--- src/rtl/acm_pkg.sv ---
`timescale 1ns/1ps
package acm_pkg;
  // captured role and source selection
  typedef struct packed {
    logic       master;
    logic [1:0] sel;
  } acm_cfg_t;

  localparam logic [1:0] SEL_BCLK_SRC = 2'd2;
  localparam logic [1:0] SEL_RESERVED = 2'd3;
endpackage

--- src/rtl/acm_rst_sync.sv ---
`timescale 1ns/1ps
module acm_rst_sync #(
  parameter int STAGES = 2
) (
  input  logic clk_i,
  input  logic arst_n_i,
  output logic rst_n_o
);
  logic [STAGES-1:0] sync_q;
  logic [STAGES-1:0] sync_d;

  generate
    if (STAGES == 1) begin : g_one
      assign sync_d = 1'b1;
    end else begin : g_chain
      assign sync_d = {sync_q[STAGES-2:0], 1'b1};
    end
  endgenerate

  always_ff @(posedge clk_i or negedge arst_n_i) begin
    if (!arst_n_i) sync_q <= '0;
    else           sync_q <= sync_d;
  end

  assign rst_n_o = sync_q[STAGES-1];
endmodule

--- src/rtl/acm_cfg_ctrl.sv ---
`timescale 1ns/1ps
module acm_cfg_ctrl
  import acm_pkg::*;
(
  input  logic       clk_i,
  input  logic       rst_n_i,
  input  logic       strap_i,
  input  logic [1:0] sel_i,
  input  logic       low_rate_i,
  output logic       master_o,
  output logic       use_bclk_o,
  output logic       err_o
);
  acm_cfg_t cfg_q;
  acm_cfg_t cfg_d;
  logic     cap_en;
  logic     err_q;
  logic     err_d;

  // capture strap and select only while reset is held
  always_comb begin
    cap_en = !rst_n_i;
    cfg_d  = cfg_q;
    if (cap_en) begin
      cfg_d.master = strap_i;
      cfg_d.sel    = sel_i;
    end
  end

  always_ff @(posedge clk_i) begin
    cfg_q <= cfg_d;
  end

  always_comb begin
    err_d = err_q
          | (cfg_q.sel == SEL_RESERVED)
          | (low_rate_i && !cfg_q.master && (cfg_q.sel == SEL_BCLK_SRC));
  end

  always_ff @(posedge clk_i or negedge rst_n_i) begin
    if (!rst_n_i) err_q <= 1'b0;
    else          err_q <= err_d;
  end

  assign master_o   = rst_n_i & cfg_q.master;
  assign use_bclk_o = rst_n_i & !cfg_q.master & (cfg_q.sel == SEL_BCLK_SRC);
  assign err_o      = err_q;


  cfg_frozen_chk: assert property (@(posedge clk_i) disable iff (!rst_n_i)
    $past(rst_n_i) |-> $stable(cfg_q));


  rsvd_sel_err_chk: assert property (@(posedge clk_i) disable iff (!rst_n_i)
    (cfg_q.sel == SEL_RESERVED) |=> err_q);


  err_sticky_chk: assert property (@(posedge clk_i) disable iff (!rst_n_i)
    err_q |=> err_q);
endmodule

--- src/rtl/acm_master_gen.sv ---
`timescale 1ns/1ps
module acm_master_gen #(
  parameter int MCLK_PER_BCLK  = 12,
  parameter int BCLK_PER_FRAME = 64
) (
  input  logic clk_i,
  input  logic rst_n_i,
  input  logic en_i,
  output logic bclk_o,
  output logic frame_o
);
  localparam int MC_W = $clog2(MCLK_PER_BCLK);
  localparam int BC_W = $clog2(BCLK_PER_FRAME);
  localparam logic [MC_W-1:0] MC_LAST = MC_W'(MCLK_PER_BCLK - 1);
  localparam logic [MC_W-1:0] MC_HALF = MC_W'(MCLK_PER_BCLK / 2);
  localparam logic [BC_W-1:0] BC_LAST = BC_W'(BCLK_PER_FRAME - 1);
  localparam logic [BC_W-1:0] BC_HALF = BC_W'(BCLK_PER_FRAME / 2);

  logic [MC_W-1:0] mcnt_q, mcnt_d;
  logic [BC_W-1:0] bcnt_q, bcnt_d;
  logic            bclk_q, bclk_d;
  logic            frame_q, frame_d;

  always_comb begin
    mcnt_d = mcnt_q;
    bcnt_d = bcnt_q;
    if (en_i) begin
      if (mcnt_q == MC_LAST) begin
        mcnt_d = '0;
        bcnt_d = (bcnt_q == BC_LAST) ? '0 : bcnt_q + BC_W'(1);
      end else begin
        mcnt_d = mcnt_q + MC_W'(1);
      end
    end
    // bit clock low in first half of a bit; frame low in first half of a frame
    bclk_d  = en_i && (mcnt_d >= MC_HALF);
    frame_d = en_i && (bcnt_d >= BC_HALF);
  end

  always_ff @(posedge clk_i or negedge rst_n_i) begin
    if (!rst_n_i) begin
      mcnt_q  <= '0;
      bcnt_q  <= '0;
      bclk_q  <= 1'b0;
      frame_q <= 1'b0;
    end else begin
      mcnt_q  <= mcnt_d;
      bcnt_q  <= bcnt_d;
      bclk_q  <= bclk_d;
      frame_q <= frame_d;
    end
  end

  assign bclk_o  = bclk_q;
  assign frame_o = frame_q;


  frame_on_bclk_fall_chk: assert property (@(posedge clk_i) disable iff (!rst_n_i)
    (frame_q != $past(frame_q)) |-> $fell(bclk_q));


  idle_low_chk: assert property (@(posedge clk_i) disable iff (!rst_n_i)
    !en_i |=> (!bclk_q && !frame_q));
endmodule

--- src/rtl/acm_rate_det.sv ---
`timescale 1ns/1ps
module acm_rate_det #(
  parameter int LOW_BITS = 48,
  parameter int MAX_BITS = 64
) (
  input  logic clk_i,
  input  logic rst_n_i,
  input  logic en_i,
  input  logic frame_i,
  input  logic bclk_i,
  output logic low_rate_o
);
  localparam int CNT_W = $clog2(MAX_BITS + 1);
  localparam logic [CNT_W-1:0] CNT_MAX = '1;
  localparam logic [CNT_W-1:0] CNT_LOW = CNT_W'(LOW_BITS);

  logic             frame_q, bclk_q;
  logic [CNT_W-1:0] cnt_q, cnt_d;
  logic             armed_q, armed_d;
  logic             low_q, low_d;
  logic             frame_rise, bclk_rise;

  always_comb begin
    frame_rise = en_i && frame_i && !frame_q;
    bclk_rise  = en_i && bclk_i && !bclk_q;
    cnt_d   = cnt_q;
    armed_d = armed_q;
    low_d   = 1'b0;
    if (frame_rise) begin
      low_d   = armed_q && (cnt_q == CNT_LOW);
      armed_d = 1'b1;
      cnt_d   = bclk_rise ? CNT_W'(1) : '0;
    end else if (bclk_rise && (cnt_q != CNT_MAX)) begin
      cnt_d = cnt_q + CNT_W'(1);
    end
  end

  always_ff @(posedge clk_i or negedge rst_n_i) begin
    if (!rst_n_i) begin
      frame_q <= 1'b0;
      bclk_q  <= 1'b0;
      cnt_q   <= '0;
      armed_q <= 1'b0;
      low_q   <= 1'b0;
    end else begin
      frame_q <= frame_i;
      bclk_q  <= bclk_i;
      cnt_q   <= cnt_d;
      armed_q <= armed_d;
      low_q   <= low_d;
    end
  end

  assign low_rate_o = low_q;


  low_rate_at_frame_chk: assert property (@(posedge clk_i) disable iff (!rst_n_i)
    low_q |-> $rose(frame_q));
endmodule

--- src/rtl/audio_clk_mode_ctrl.sv ---
`timescale 1ns/1ps
module audio_clk_mode_ctrl #(
  parameter int MCLK_PER_BCLK  = 12,
  parameter int BCLK_PER_FRAME = 64,
  parameter int LOW_RATE_BITS  = 48,
  parameter int SYNC_STAGES    = 2
) (
  input  logic       mclk_i,
  input  logic       rst_n_i,
  input  logic       master_strap_i,
  input  logic [1:0] src_sel_i,
  input  logic       frame_clk_i,
  input  logic       bit_clk_i,
  output logic       frame_clk_o,
  output logic       bit_clk_o,
  output logic       use_bclk_src_o,
  output logic       cfg_err_o
);
  logic rst_sync_n;
  logic master;
  logic low_rate;
  logic m_bclk, m_frame;

  acm_rst_sync #(.STAGES(SYNC_STAGES)) u_rst (
    .clk_i   (mclk_i),
    .arst_n_i(rst_n_i),
    .rst_n_o (rst_sync_n)
  );

  acm_cfg_ctrl u_cfg (
    .clk_i     (mclk_i),
    .rst_n_i   (rst_sync_n),
    .strap_i   (master_strap_i),
    .sel_i     (src_sel_i),
    .low_rate_i(low_rate),
    .master_o  (master),
    .use_bclk_o(use_bclk_src_o),
    .err_o     (cfg_err_o)
  );

  acm_master_gen #(
    .MCLK_PER_BCLK (MCLK_PER_BCLK),
    .BCLK_PER_FRAME(BCLK_PER_FRAME)
  ) u_gen (
    .clk_i  (mclk_i),
    .rst_n_i(rst_sync_n),
    .en_i   (master),
    .bclk_o (m_bclk),
    .frame_o(m_frame)
  );

  acm_rate_det #(
    .LOW_BITS(LOW_RATE_BITS),
    .MAX_BITS(BCLK_PER_FRAME)
  ) u_det (
    .clk_i     (mclk_i),
    .rst_n_i   (rst_sync_n),
    .en_i      (!master),
    .frame_i   (frame_clk_i),
    .bclk_i    (bit_clk_i),
    .low_rate_o(low_rate)
  );

  // output select: held low in reset, generated in master, mirrored in slave
  always_comb begin
    if (!rst_sync_n) begin
      frame_clk_o = 1'b0;
      bit_clk_o   = 1'b0;
    end else if (master) begin
      frame_clk_o = m_frame;
      bit_clk_o   = m_bclk;
    end else begin
      frame_clk_o = frame_clk_i;
      bit_clk_o   = bit_clk_i;
    end
  end
endmodule

--- config.mk ---
export PLATFORM = sky130hd
export DESIGN_NAME = audio_clk_mode_ctrl
export DESIGN_NICKNAME = d
export VERILOG_FILES = /design/src/rtl/acm_pkg.sv /design/src/rtl/acm_rst_sync.sv /design/src/rtl/acm_cfg_ctrl.sv /design/src/rtl/acm_master_gen.sv /design/src/rtl/acm_rate_det.sv /design/src/rtl/audio_clk_mode_ctrl.sv
export SDC_FILE = /design/constraint.sdc
export NUM_CORES = 1
export LEC_CHECK = 0
export BUFFER_PORTS_ARGS = -buffer_cell sky130_fd_sc_hd__buf_2
export CAP_MARGIN = 20
export CORE_MARGIN = 10
export CORE_UTILIZATION = 52
export DETAILED_ROUTE_END_ITERATION = 6
export PLACE_DENSITY = 0.73
export SLEW_MARGIN = 20
export SYNTH_ARGS = -nofsm -noshare
export SYNTH_HDL_FRONTEND = slang
export SYNTH_SLANG_ARGS = --single-unit
--- constraint.sdc ---
create_clock -name mclk_i -period 1.5 [get_ports mclk_i]
set_clock_uncertainty 0.05 [all_clocks]
set_input_delay 0.075 -clock mclk_i [delete_from_list [all_inputs] [get_ports mclk_i]]
set_output_delay 0.075 -clock mclk_i [all_outputs]
set_load 0.01 [all_outputs]
==> results of run 1 <==
## through the flow
| step | TNS, ps | cells | util [%] | worst slack (ps) | power [mW] |
|---|---|---|---|---|---|
| final | -141.6 | 201 | 75.25 | -59.37 | 2.057 |
| after floorplan | -38.39 | 124 | - | -21.51 | 1.322 |
| after global placement | 0 | 178 | 64.09 | 42.23 | 1.487 |
| after CTS | -59.23 | 199 | 71.92 | -39.52 | 2.002 |
| after global routing | -553.5 | 201 | 75.25 | -123.2 | 2.176 |
| after detailed placement | -22.83 | 178 | 64.09 | -22.83 | 1.526 |
## cells in the mapped netlist, types with 2 or more instances
cell type and number:
sky130_fd_sc_hd__and2_4 2, sky130_fd_sc_hd__o21ai_0 5, sky130_fd_sc_hd__mux2_2 5, sky130_fd_sc_hd__mux2i_1 4
sky130_fd_sc_hd__a21o_1 2, sky130_fd_sc_hd__edfxtp_1 3, sky130_fd_sc_hd__nand2b_1 3, sky130_fd_sc_hd__dfrtp_1 26
sky130_fd_sc_hd__a31oi_1 2, sky130_fd_sc_hd__nand3_1 6, sky130_fd_sc_hd__a21oi_1 4, sky130_fd_sc_hd__nor2_1 10
sky130_fd_sc_hd__and3_1 2, sky130_fd_sc_hd__nand2_1 8, sky130_fd_sc_hd__inv_1 5, sky130_fd_sc_hd__buf_6 2
sky130_fd_sc_hd__nand4_1 2, sky130_fd_sc_hd__nor3_1 3, sky130_fd_sc_hd__ha_1 4, sky130_fd_sc_hd__and2_1 2
sky130_fd_sc_hd__or4_1 2, sky130_fd_sc_hd__xnor2_1 2
## kinds of logic (layout without fill, tap and decap cells)
family	count (synthesis)	in the layout	synth area share, %
compound gates	21	21	11.42
other cells	1	1	0.2674
simple gates	51	51	20.88
mux	9	9	6.869
xor+xnor	2	2	1.249
fa+ha+maj	4	4	3.568
flops	29	29	52.81
buf+inv	7	54	2.944
## what timing repair did
item	4_1_cts	5_1_grt
resized for setup	7	14
hold buffers	7	0
setup buffers	6	2
endpoints found under the setup margin	4	14
pin swaps	1	4
endpoints found under the hold margin	7	0
## where the power goes
part / switching [mW] / leakage [nW] / internal, mW
Sequential: 0.106 / 0.353 / 0.893
Clock: 0.270 / 0.0300 / 0.169
Combinational: 0.274 / 0.453 / 0.346
Total: 0.649 / 0.836 / 1.41
## final cells by class
| type | count | area [sq um] |
|---|---|---|
| multi-input cells | 88 | 724.4 |
| clock buffers | 5 | 37.54 |
| clock inverters | 3 | 12.51 |
| inverters | 5 | 22.52 |
| repair buffers | 41 | 319.1 |
| well taps | 30 | 37.54 |
| fillers | 165 | 624.3 |
| flip-flops and latches | 29 | 744.5 |
## placed cells by master (no fill, tap or decap), drive strengths merged, types with 2 or more instances in the layout
cell | netlist | final
and3 | 2 | 2
clkinv | 0 | 3
nand2b | 3 | 3
nor2 | 10 | 10
mux2 | 5 | 5
nand3 | 7 | 7
dfrtp | 26 | 26
or3 | 2 | 2
xnor2 | 2 | 2
clkbuf | 0 | 5
a21oi | 4 | 4
nand4 | 2 | 2
edfxtp | 3 | 3
o21ai | 5 | 5
or4 | 2 | 2
a21o | 2 | 2
nand2 | 9 | 9
a31oi | 2 | 2
ha | 4 | 4
inv | 5 | 4
buf | 2 | 34
dlygate4sd3 | 0 | 7
mux2i | 4 | 4
o211ai | 2 | 2
nor2b | 2 | 2
nor3 | 3 | 3
and2 | 4 | 4
## critical path, cell delays in order, from the launching register on
cell	delay, ps
sky130_fd_sc_hd__dfrtp_1	410
sky130_fd_sc_hd__ha_4	170
sky130_fd_sc_hd__nand3_4	90
sky130_fd_sc_hd__o211ai_4	280
sky130_fd_sc_hd__mux2_4	330
sky130_fd_sc_hd__and2_4	130
## final timing paths
path | end | slack (ps)
min in group mclk_i | u_rst.sync_q[1]$_DFF_PN0_ | 320
worst max-delay path | u_det.cnt_q[1]$_DFFE_PN0P_ | -60
max in group asynchronous | u_rst.sync_q[1]$_DFF_PN0_ | 710
worst max register to register | u_det.cnt_q[1]$_DFFE_PN0P_ | -60
worst min-delay path | u_det.cnt_q[5]$_DFFE_PN0P_ | 300
worst min register to register | u_det.cnt_q[5]$_DFFE_PN0P_ | 300
## registers in the layout (all words and copies together) (netlist names)
signal / cells
u_cfg.cfg_q: 3
u_det.cnt_q: 7
u_gen.frame_o: 1
u_rst.sync_q: 2
u_gen.mcnt_q: 4
u_gen.bclk_o: 1
u_det.low_rate_o: 1
u_cfg.err_o: 1
u_det.armed_q: 1
u_det.bclk_q: 1
u_det.frame_q: 1
u_gen.bcnt_q: 6
## per-layer routing
layer,wire [um],share of wire (%)
met1,1353,43
met5,0,0
met2,1596,50
met4,51,1.6
met3,166,5.2
==> metrics.log, run 1 <==
[metrics] outcome: finished with violations
[metrics] violated checks: negative setup slack
[metrics] initial cell density of the core: 55.61%
[metrics] Global Route met1 Usage: 13.46%
[metrics] post-detailed-route count of antenna-violating nets: 0
[metrics] final hold viol count: 0
[metrics] setup ws final: -59.37 ps
[metrics] warnings from Yosys: 0
[metrics] Synth Area per Inst: 11.31 sq um
[metrics] net count after synthesis: 135
[metrics] First-pass DRT Iterations: 4
[metrics] most area-hungry cell type in the Yosys netlist: sky130_fd_sc_hd__dfrtp_1
[metrics] unrepaired setup endpoints after global routing: yes
[metrics] min cycle time layout: 1559 ps
[metrics] standard cell core area: 2522 sq um
[metrics] Pwr Density: 1084 nW/um^2
[metrics] aggregate global routing overflow: 0
[metrics] HPWL after detailed placement: 2155 um
[metrics] antenna violations before repair: 0
[metrics] Tcrit/Tclk final: 104.0%
[metrics] post-synthesis instance area: 1403 sq um
[metrics] maximum net fanout on the critical path: 6
[metrics] CTS Buffer Depth: 2
[metrics] endpoint kind of the worst setup timing path: flip-flop
[metrics] Post-Syn Instances: 124
[metrics] P&R area growth vs syn: 35.33%
[metrics] class of the most critical setup path: reg2reg
[metrics] Placer Congestion: 0.8123
[metrics] sum of routed wire length over all layers: 3168 um
[metrics] instance area after placement: 1617 sq um
[metrics] Area contributors post-synth: sky130_fd_sc_hd__dfrtp_1, sky130_fd_sc_hd__edfxtp_1, sky130_fd_sc_hd__mux2_2
[metrics] final setup fails: 4
[metrics] detail-routed net length per standard cell: 15.76 um
[metrics] maximum vdd drop: 0.001024 V
[metrics] Pins Over Slew Limit: 0
[metrics] H-tree depth: 2
[metrics] Post-synth ARST share: 89.66%
[metrics] Final Net Count: 181
[metrics] share of cells above drive strength 1: 39.77%
[metrics] met2 layer usage reported by global route: 21.47%
[metrics] global router's overall resource usage: 12.55%
[metrics] Total Die Area: 5175 sq um
[metrics] Die Y: 71.94 um
[metrics] ports placed on the boundary: 11
[metrics] share of synthesized area occupied by flip-flops and latches: 52.81%
[metrics] standard-cell row count: 18
[metrics] Worst Reg2Reg Path Length in Cells: 5
[metrics] timing-limited maximum frequency: 0.6413 GHz
[metrics] number of unique standard cell types used by synthesis: 42
[metrics] root buf cell: sky130_fd_sc_hd__clkbuf_4
[metrics] Lkg Pwr: 0.8361 nW
[metrics] Worst Setup Start Kind: flip-flop
[metrics] clock transition at the registers of the reported paths: 100 ps
[metrics] Worst setup startpoint: u_det.cnt_q[0]$_DFFE_PN0P_
[metrics] number of input and output port buffers inserted: 10
[metrics] drt drc: 0
[metrics] arrival time worst endpoint: 1750 ps
[metrics] via count of the first global-routing pass: 1136
[metrics] global-route met3 utilization: 5.442%
[metrics] vias per cell: 5.572
[metrics] #FFs+latches synth: 29
[metrics] Die X-Extent: 71.94 um
[metrics] Top Usage Layer GRT: met2
[metrics] flip-flop cell with the highest count after synthesis: sky130_fd_sc_hd__dfrtp_1
[metrics] clock latency on the worst-skew pair: 340 ps
[metrics] ant diodes: 0
[metrics] count of vias placed by the detailed router: 1120
[metrics] worst min-delay path class: reg2async
[metrics] required time reported for the critical path endpoint: 1690 ps
[metrics] worst hold-check slack: 300.6 ps
[metrics] number of DRC markers after the initial detailed-route iteration: 80
[metrics] CTS tree: yes
[metrics] maximum number of pins on one net before global-route repair: 12
[metrics] area share of the largest cell type after synthesis: 46.39%
[metrics] first-pass GRT wire length: 5112 um
[metrics] number of clock sinks: 29
[metrics] RR Startpoint: u_det.cnt_q[0]$_DFFE_PN0P_
[metrics] CTS Buf Count: 5
[metrics] cell area after layout: 1898 sq um
[metrics] Post-synth EDFFs: 3
[metrics] max capacitance violation total: 0
Note: power is estimated with default switching activity, not from simulation.
==> run 2: changes to the inputs <==
clock period = 1.3 ns   (was 1.5 ns; I/O delays follow)
==> metrics.log, run 2 (synthesis results as in run 1) <==
[metrics] number of clock sinks: 29 (unchanged)
[metrics] initial cell density of the core: 55.61% (unchanged)
[metrics] cell area after layout: 2096 sq um (was 1898 sq um)
[metrics] Pins Over Slew Limit: 0 (unchanged)
[metrics] number of stages on the worst hold path: 4
[metrics] vias per cell: 5.577 (was 5.572)
[metrics] unrepaired setup endpoints after global routing: yes (unchanged)
[metrics] leading cell type in the layout, fill and taps excluded: sky130_fd_sc_hd__buf_4 (was sky130_fd_sc_hd__dfrtp_1)
[metrics] biggest registers after layout: u_det.cnt_q (7), u_gen.bcnt_q (6), u_gen.mcnt_q (4) (unchanged)
[metrics] worst min-delay path class: in2reg (was reg2async)
[metrics] maximum vdd drop: 0.001720 V (was 0.001024 V)
[metrics] Die X-Extent: 71.94 um (unchanged)
[metrics] max reg flops: 7 (unchanged)
[metrics] timing-limited maximum frequency: 0.6491 GHz
[metrics] First-pass DRT Iterations: 4 (unchanged)
[metrics] class of the most critical setup path: reg2out (was reg2reg)
[metrics] required time reported for the critical path endpoint: 1190 ps (was 1690 ps)
[metrics] Pwr Density: 1312 nW/um^2 (was 1084 nW/um^2)
[metrics] register ranked first by flip-flop count: u_det.cnt_q (unchanged)
[metrics] antenna violations before repair: 0 (unchanged)
[metrics] Worst Reg2Reg Path Length in Cells: 5 (unchanged)
[metrics] number of input and output port buffers inserted: 10 (unchanged)
[metrics] global router's overall resource usage: 14.09% (was 12.55%)
[metrics] Worst setup startpoint: u_rst.sync_q[1]$_DFF_PN0_ (was u_det.cnt_q[0]$_DFFE_PN0P_)
[metrics] via count of the first global-routing pass: 1325 (was 1136)
[metrics] Total Die Area: 5175 sq um (unchanged)
[metrics] standard cell core area: 2522 sq um (unchanged)
[metrics] library cell contributing the largest single delay on the critical path: sky130_fd_sc_hd__dfrtp_4 (was sky130_fd_sc_hd__dfrtp_1)
[metrics] hold worst-path end: u_det.cnt_q[2]$_DFFE_PN0P_
[metrics] root buf cell: sky130_fd_sc_hd__clkbuf_4 (unchanged)
[metrics] drt drc: 0 (unchanged)
[metrics] Lkg Pwr: 0.9471 nW (was 0.8361 nW)
[metrics] standard-cell row count: 18 (unchanged)
[metrics] violated checks: negative setup slack (unchanged)
[metrics] first-pass GRT wire length: 5878 um (was 5112 um)
[metrics] Worst Setup Start Kind: flip-flop (unchanged)
[metrics] maximum number of pins on one net before global-route repair: 11 (was 12)
[metrics] gate family responsible for the most delay along the worst path: flip-flops (unchanged)
[metrics] highest-count cells in the layout ignoring fill and taps: sky130_fd_sc_hd__buf_4, sky130_fd_sc_hd__dfrtp_1, sky130_fd_sc_hd__buf_2, sky130_fd_sc_hd__dlygate4sd3_1 (was sky130_fd_sc_hd__dfrtp_1, sky130_fd_sc_hd__buf_4, sky130_fd_sc_hd__nor2_1, sky130_fd_sc_hd__buf_2, sky130_fd_sc_hd__nand2_1)
[metrics] share of cells above drive strength 1: 50.27% (was 39.77%)
[metrics] ant diodes: 0 (unchanged)
[metrics] HPWL after detailed placement: 2285 um (was 2155 um)
[metrics] detail-routed net length per standard cell: 16.20 um (was 15.76 um)
[metrics] final setup fails: 22 (was 4)
[metrics] instance area after placement: 1713 sq um (was 1617 sq um)
[metrics] CTS Buffer Depth: 2 (unchanged)
[metrics] min cycle time layout: 1541 ps
[metrics] R2R setup slack: -220 ps (was -60 ps)
[metrics] setup TNS: -2723 ps (was -141.6 ps)
[metrics] maximum net fanout on the critical path: 4 (was 6)
[metrics] Placer Congestion: 0.8300 (was 0.8123)
[metrics] endpoint kind of the worst setup timing path: primary output (was flip-flop)
[metrics] CTS Buf Count: 5 (unchanged)
[metrics] arrival time worst endpoint: 1430 ps (was 1750 ps)
[metrics] setup ws final: -240.5 ps (was -59.37 ps)
[metrics] Final Net Count: 195 (was 181)
[metrics] clock transition at the registers of the reported paths: 100 ps (about the same)
[metrics] outcome: finished with violations (unchanged)
[metrics] largest stage delay on the critical path: 470 ps (was 410 ps)
[metrics] sequence of cells on the critical path: buf_12 > clkinvlp_4 > nor4b_2 > buf_2 (was ha_4 > nand3_4 > o211ai_4 > mux2_4 > and2_4)
[metrics] number of DRC markers after the initial detailed-route iteration: 55 (was 80)
[metrics] CTS tree: yes (unchanged)
[metrics] CP Buf/Inv Count: 3 (was 0)
[metrics] Worst R2R End: u_det.cnt_q[1]$_DFFE_PN0P_ (unchanged)
[metrics] worst hold-check slack: 138.2 ps (was 300.6 ps)
[metrics] max capacitance violation total: 0 (unchanged)
[metrics] P&R area growth vs syn: 49.42% (was 35.33%)
[metrics] post-detailed-route count of antenna-violating nets: 0 (unchanged)
[metrics] dpl ws: -239.8 ps (was -22.83 ps)
[metrics] sum of routed wire length over all layers: 3482 um (was 3168 um)
[metrics] RR Startpoint: u_det.cnt_q[0]$_DFFE_PN0P_ (unchanged)
[metrics] hold_sp: bit_clk_i
[metrics] aggregate global routing overflow: 0 (unchanged)
[metrics] H-tree depth: 2 (unchanged)
[metrics] ports placed on the boundary: 11 (unchanged)
[metrics] Die Y: 71.94 um (unchanged)
[metrics] Tcrit/Tclk final: 118.5%
[metrics] clock latency on the worst-skew pair: 340 ps (about the same)
[metrics] final hold viol count: 0 (unchanged)
[metrics] count of vias placed by the detailed router: 1199 (was 1120)
-- run 2: repair_timing --
action                     in CTS  in global routing
gates resized for setup        12                 17
hold buffers                    7                  0
gates cloned                    1                  0
hold endpoints to repair        7                  0
setup buffers                  12                  2
pin swaps                       4                  5
setup endpoints to repair      20                 25
-- run 2: layer usage --
metal | GRT usage [%] | vias up | share of wire [%]
met1 | 14.72 | 597 | 41
met2 | 25.29 | 24 | 53
met4 | 5.161 | 0 | 2.3
met5 | 0 | - | 0
li1 | - | 568 | -
met3 | 5.034 | 10 | 4.3
-- run 2: layout make-up --
class | count | area [sq um]
timing repair buffer | 55 | 465.4
inverter | 5 | 22.52
fill | 134 | 426.7
multi-input combinational | 88 | 737.0
sequential | 29 | 744.5
clock inverter | 2 | 37.54
tap | 30 | 37.54
clock buffer | 6 | 51.30
-- run 2: worst max-delay path by stage --
stage / endpoint / slack [ps] / cells after the start
6_report: use_bclk_src_o / -240 / 4
5_1_grt: use_bclk_src_o / -310 / 4
4_1_cts: u_det.cnt_q[1]$_DFFE_PN0P_ / -220 / 5
3_5_place_dp: u_det.cnt_q[1]$_DFFE_PN0P_ / -240 / 5
3_3_place_gp: u_det.cnt_q[1]$_DFFE_PN0P_ / -190 / 5
2_1_floorplan: u_det.cnt_q[1]$_DFFE_PN0P_ / -220 / 5
-- run 2: report_power, final --
part | switching (mW) | total [mW] | internal [mW]
registers | 0.0678 | 1.10 | 1.03
clock network | 0.331 | 0.788 | 0.457
logic | 0.381 | 0.862 | 0.481
total | 0.781 | 2.75 | 1.97
-- run 2: stage by stage --
step / power [mW] / std cells / util [%]
CTS: 2.715 / 215 / 80.70
global placement: 1.816 / 187 / 67.91
detailed placement: 1.860 / 187 / 67.91
global route: 2.905 / 215 / 83.09
floorplan: 1.557 / 124 / -
finish: 2.749 / 215 / 83.09
-- run 2: tightest hold or removal path, cell delays in order --
cell and delay, ps:
sky130_fd_sc_hd__buf_2 120, sky130_fd_sc_hd__nor2b_4 140, sky130_fd_sc_hd__nand2_2 90, sky130_fd_sc_hd__o41ai_1 60
==> run 3: changes to the inputs <==
--- a/config.mk
+++ b/config.mk
@@ -12,4 +12,5 @@
 export DETAILED_ROUTE_END_ITERATION = 6
 export PLACE_DENSITY = 0.73
+export SETUP_SLACK_MARGIN = 0.02
 export SLEW_MARGIN = 20
 export SYNTH_ARGS = -nofsm -noshare
--- a/constraint.sdc
+++ b/constraint.sdc
@@ -3,3 +3,3 @@
 set_input_delay 0.065 -clock mclk_i [delete_from_list [all_inputs] [get_ports mclk_i]]
 set_output_delay 0.065 -clock mclk_i [all_outputs]
-set_load 0.01 [all_outputs]
+set_load 0.1 [all_outputs]
==> metrics.log, run 3 (synthesis results as in run 1) <==
[metrics] number of clock sinks: 29 (unchanged)
[metrics] required time reported for the critical path endpoint: 1190 ps (about the same)
[metrics] drt drc: 0 (unchanged)
[metrics] maximum vdd drop: 0.001276 V (was 0.001720 V)
[metrics] unrepaired setup endpoints after global routing: yes (unchanged)
[metrics] Final Net Count: 198 (was 195)
[metrics] max reg flops: 7 (unchanged)
[metrics] worst hold-check slack: 259.3 ps (was 138.2 ps)
[metrics] class of the most critical setup path: reg2out (unchanged)
[metrics] maximum net fanout on the critical path: 3 (was 4)
[metrics] detail-routed net length per standard cell: 19.83 um (was 16.20 um)
[metrics] Lkg Pwr: 0.9915 nW (was 0.9471 nW)
[metrics] P&R area growth vs syn: 60.30% (was 49.42%)
[metrics] sequence of cells on the critical path: buf_4 > nor4b_4 > buf_12 (was buf_12 > clkinvlp_4 > nor4b_2 > buf_2)
[metrics] sum of routed wire length over all layers: 4322 um (was 3482 um)
[metrics] first-pass GRT wire length: 6230 um (was 5878 um)
[metrics] Filler cells: 98 (was 134)
[metrics] final hold viol count: 0 (unchanged)
[metrics] min cycle time layout: 1660 ps (was 1541 ps)
[metrics] clock latency on the worst-skew pair: 340 ps (about the same)
[metrics] root buf cell: sky130_fd_sc_hd__clkbuf_4 (unchanged)
[metrics] vias per cell: 5.665 (was 5.577)
[metrics] ports placed on the boundary: 11 (unchanged)
[metrics] internal power consumption: 1.922 mW (was 1.969 mW)
[metrics] clock transition at the registers of the reported paths: 100 ps (about the same)
[metrics] worst min-delay path class: in2reg (unchanged)
[metrics] final setup fails: 24 (was 22)
[metrics] setup ws final: -360.0 ps (was -240.5 ps)
[metrics] CTS tree: yes (unchanged)
[metrics] post-detailed-route count of antenna-violating nets: 0 (unchanged)
[metrics] dpl ws: -236.6 ps (was -239.8 ps)
[metrics] Placer Congestion: 0.8058 (was 0.8300)
[metrics] Switching Fraction: 33.23% (was 28.39%)
[metrics] Die X-Extent: 71.94 um (unchanged)
[metrics] First-pass DRT Iterations: 4 (unchanged)
[metrics] count of vias placed by the detailed router: 1235 (was 1199)
[metrics] initial cell density of the core: 55.61% (unchanged)
[metrics] Die Y: 71.94 um (unchanged)
[metrics] endpoint kind of the worst setup timing path: primary output (unchanged)
[metrics] maximum number of pins on one net before global-route repair: 15 (was 11)
[metrics] standard-cell row count: 18 (unchanged)
[metrics] largest stage delay on the critical path: 470 ps (about the same)
[metrics] Worst Setup Start Kind: flip-flop (unchanged)
[metrics] combinational power share: 37.6% (was 31.4%)
[metrics] sequential cell area: 744.5 sq um (unchanged)
[metrics] via count of the first global-routing pass: 1288 (was 1325)
[metrics] leading cell type in the layout, fill and taps excluded: sky130_fd_sc_hd__buf_4 (unchanged)
[metrics] ant diodes: 0 (unchanged)
[metrics] CTS Buffer Depth: 2 (unchanged)
[metrics] Post-Route Utilization: 89.14% (was 83.09%)
[metrics] number of input and output port buffers inserted: 10 (unchanged)
[metrics] Pins Over Slew Limit: 0 (unchanged)
[metrics] number of DRC markers after the initial detailed-route iteration: 43 (was 55)
[metrics] standard cell core area: 2522 sq um (unchanged)
[metrics] share of cells above drive strength 1: 54.26% (was 50.27%)
[metrics] CTS Buf Count: 5 (unchanged)
[metrics] Pwr Density: 1280 nW/um^2 (was 1312 nW/um^2)
[metrics] violated checks: negative setup slack (unchanged)
[metrics] part of the power in the clock network: 23.0% (was 28.7%)
[metrics] part of the total power dissipated in sequential elements: 39.4% (was 40.0%)
[metrics] Tcrit/Tclk final: 127.7% (was 118.5%)
[metrics] H-tree depth: 2 (unchanged)
[metrics] timing-limited maximum frequency: 0.6024 GHz (was 0.6491 GHz)
[metrics] arrival time worst endpoint: 1550 ps (was 1430 ps)
[metrics] net switching power of the design: 0.9563 mW (was 0.7805 mW)
[metrics] antenna violations before repair: 0 (unchanged)
[metrics] area of the multi-input gates: 834.6 sq um (was 737.0 sq um)
[metrics] highest-count cells in the layout ignoring fill and taps: sky130_fd_sc_hd__buf_4, sky130_fd_sc_hd__dfrtp_1, sky130_fd_sc_hd__buf_6 (was sky130_fd_sc_hd__buf_4, sky130_fd_sc_hd__dfrtp_1, sky130_fd_sc_hd__buf_2, sky130_fd_sc_hd__dlygate4sd3_1)
[metrics] max capacitance violation total: 0 (unchanged)
[metrics] aggregate global routing overflow: 0 (unchanged)
[metrics] HPWL after detailed placement: 2182 um (was 2285 um)
[metrics] library cell contributing the largest single delay on the critical path: sky130_fd_sc_hd__edfxtp_1 (was sky130_fd_sc_hd__dfrtp_4)
[metrics] global router's overall resource usage: 15.14% (was 14.09%)
[metrics] biggest registers after layout: u_det.cnt_q (7), u_gen.bcnt_q (6), u_gen.mcnt_q (4) (unchanged)
[metrics] setup TNS: -4145 ps (was -2723 ps)
[metrics] outcome: finished with violations (unchanged)
[metrics] Total Die Area: 5175 sq um (unchanged)
[metrics] register ranked first by flip-flop count: u_det.cnt_q (unchanged)
[run 3: changes by cell type in the layout (fill, tap and decap cells not counted), sizes merged]
cell and delta:
clkinv +1, bufbuf -1, clkbuf +1, buf +4, bufinv -1, inv +1, clkinvlp -2
[run 3: layout make-up]
| type | count | share of cell area (%) |
|---|---|---|
| multi-input combinational | 88 | 37.12 |
| sequential | 29 | 33.11 |
| timing repair buffer | 58 | 23.71 |
| clock buffer | 7 | 2.894 |
| tap | 30 | 1.669 |
| inverter | 5 | 1.280 |
| clock inverter | 1 | 0.2226 |
[run 3: repair_timing]
item | in CTS | in global routing
gates resized for setup | 28 | 35
buffers inserted | 5 | 8
endpoints found under the setup margin | 23 | 26
endpoints found under the hold margin | 7 | 0
pin swaps | 13 | 12
hold buffers | 7 | 0
[run 3: stage by stage]
step | cell area [sq um] | std cells | power, mW
final | 2248 | 218 | 2.878
after global routing | 2248 | 218 | 3.014
after CTS | 2071 | 213 | 2.671
after detailed placement | 1785 | 193 | 1.888
after global placement | 1785 | 193 | 1.838
after floorplan | 1443 | 124 | 1.556
[run 3: power by group through the flow]
stage	Sequential, mW	Clock (mW)	Combinational, mW
detailed placement	1.13	0	0.758
global route	1.14	0.704	1.17
CTS	1.12	0.648	0.900
floorplan	1.18	0	0.379
global placement	1.11	0	0.726
finish	1.13	0.662	1.08
[run 3: layer usage]
layer | vias up | part of all wire, % | GRT usage (%) | routed length [um]
li1 | 574 | - | - | -
met1 | 616 | 41 | 16.53 | 1754
met2 | 28 | 53 | 27.45 | 2309
met3 | 17 | 2.3 | 3.673 | 100
met4 | 0 | 3.7 | 5.806 | 158
met5 | - | 0 | 0 | 0
[run 3: final timing paths]
check                                                start  slack [ps]  depth (start not counted)                         end
worst max-delay path              u_cfg.cfg_q[2]$_DFFE_PN_        -360                          3              use_bclk_src_o
worst min-delay path                             bit_clk_i         260                          5  u_det.cnt_q[3]$_DFFE_PN0P_
worst max register to register  u_det.cnt_q[1]$_DFFE_PN0P_        -300                          5  u_det.cnt_q[1]$_DFFE_PN0P_
worst min register to register   u_rst.sync_q[0]$_DFF_PN0_         310                          0   u_rst.sync_q[1]$_DFF_PN0_
max in group asynchronous                          rst_n_i         540                          3   u_rst.sync_q[1]$_DFF_PN0_
min in group asynchronous        u_rst.sync_q[1]$_DFF_PN0_         390                          2   u_gen.mcnt_q[0]$_DFF_PN0_
[run 3: worst max-delay path, delay by kind of cell (launching register included)]
kind | cells | cell delay, ps
and+or+nand+nor | 1 | 330
DFF | 1 | 470
buffers and inverters | 2 | 400
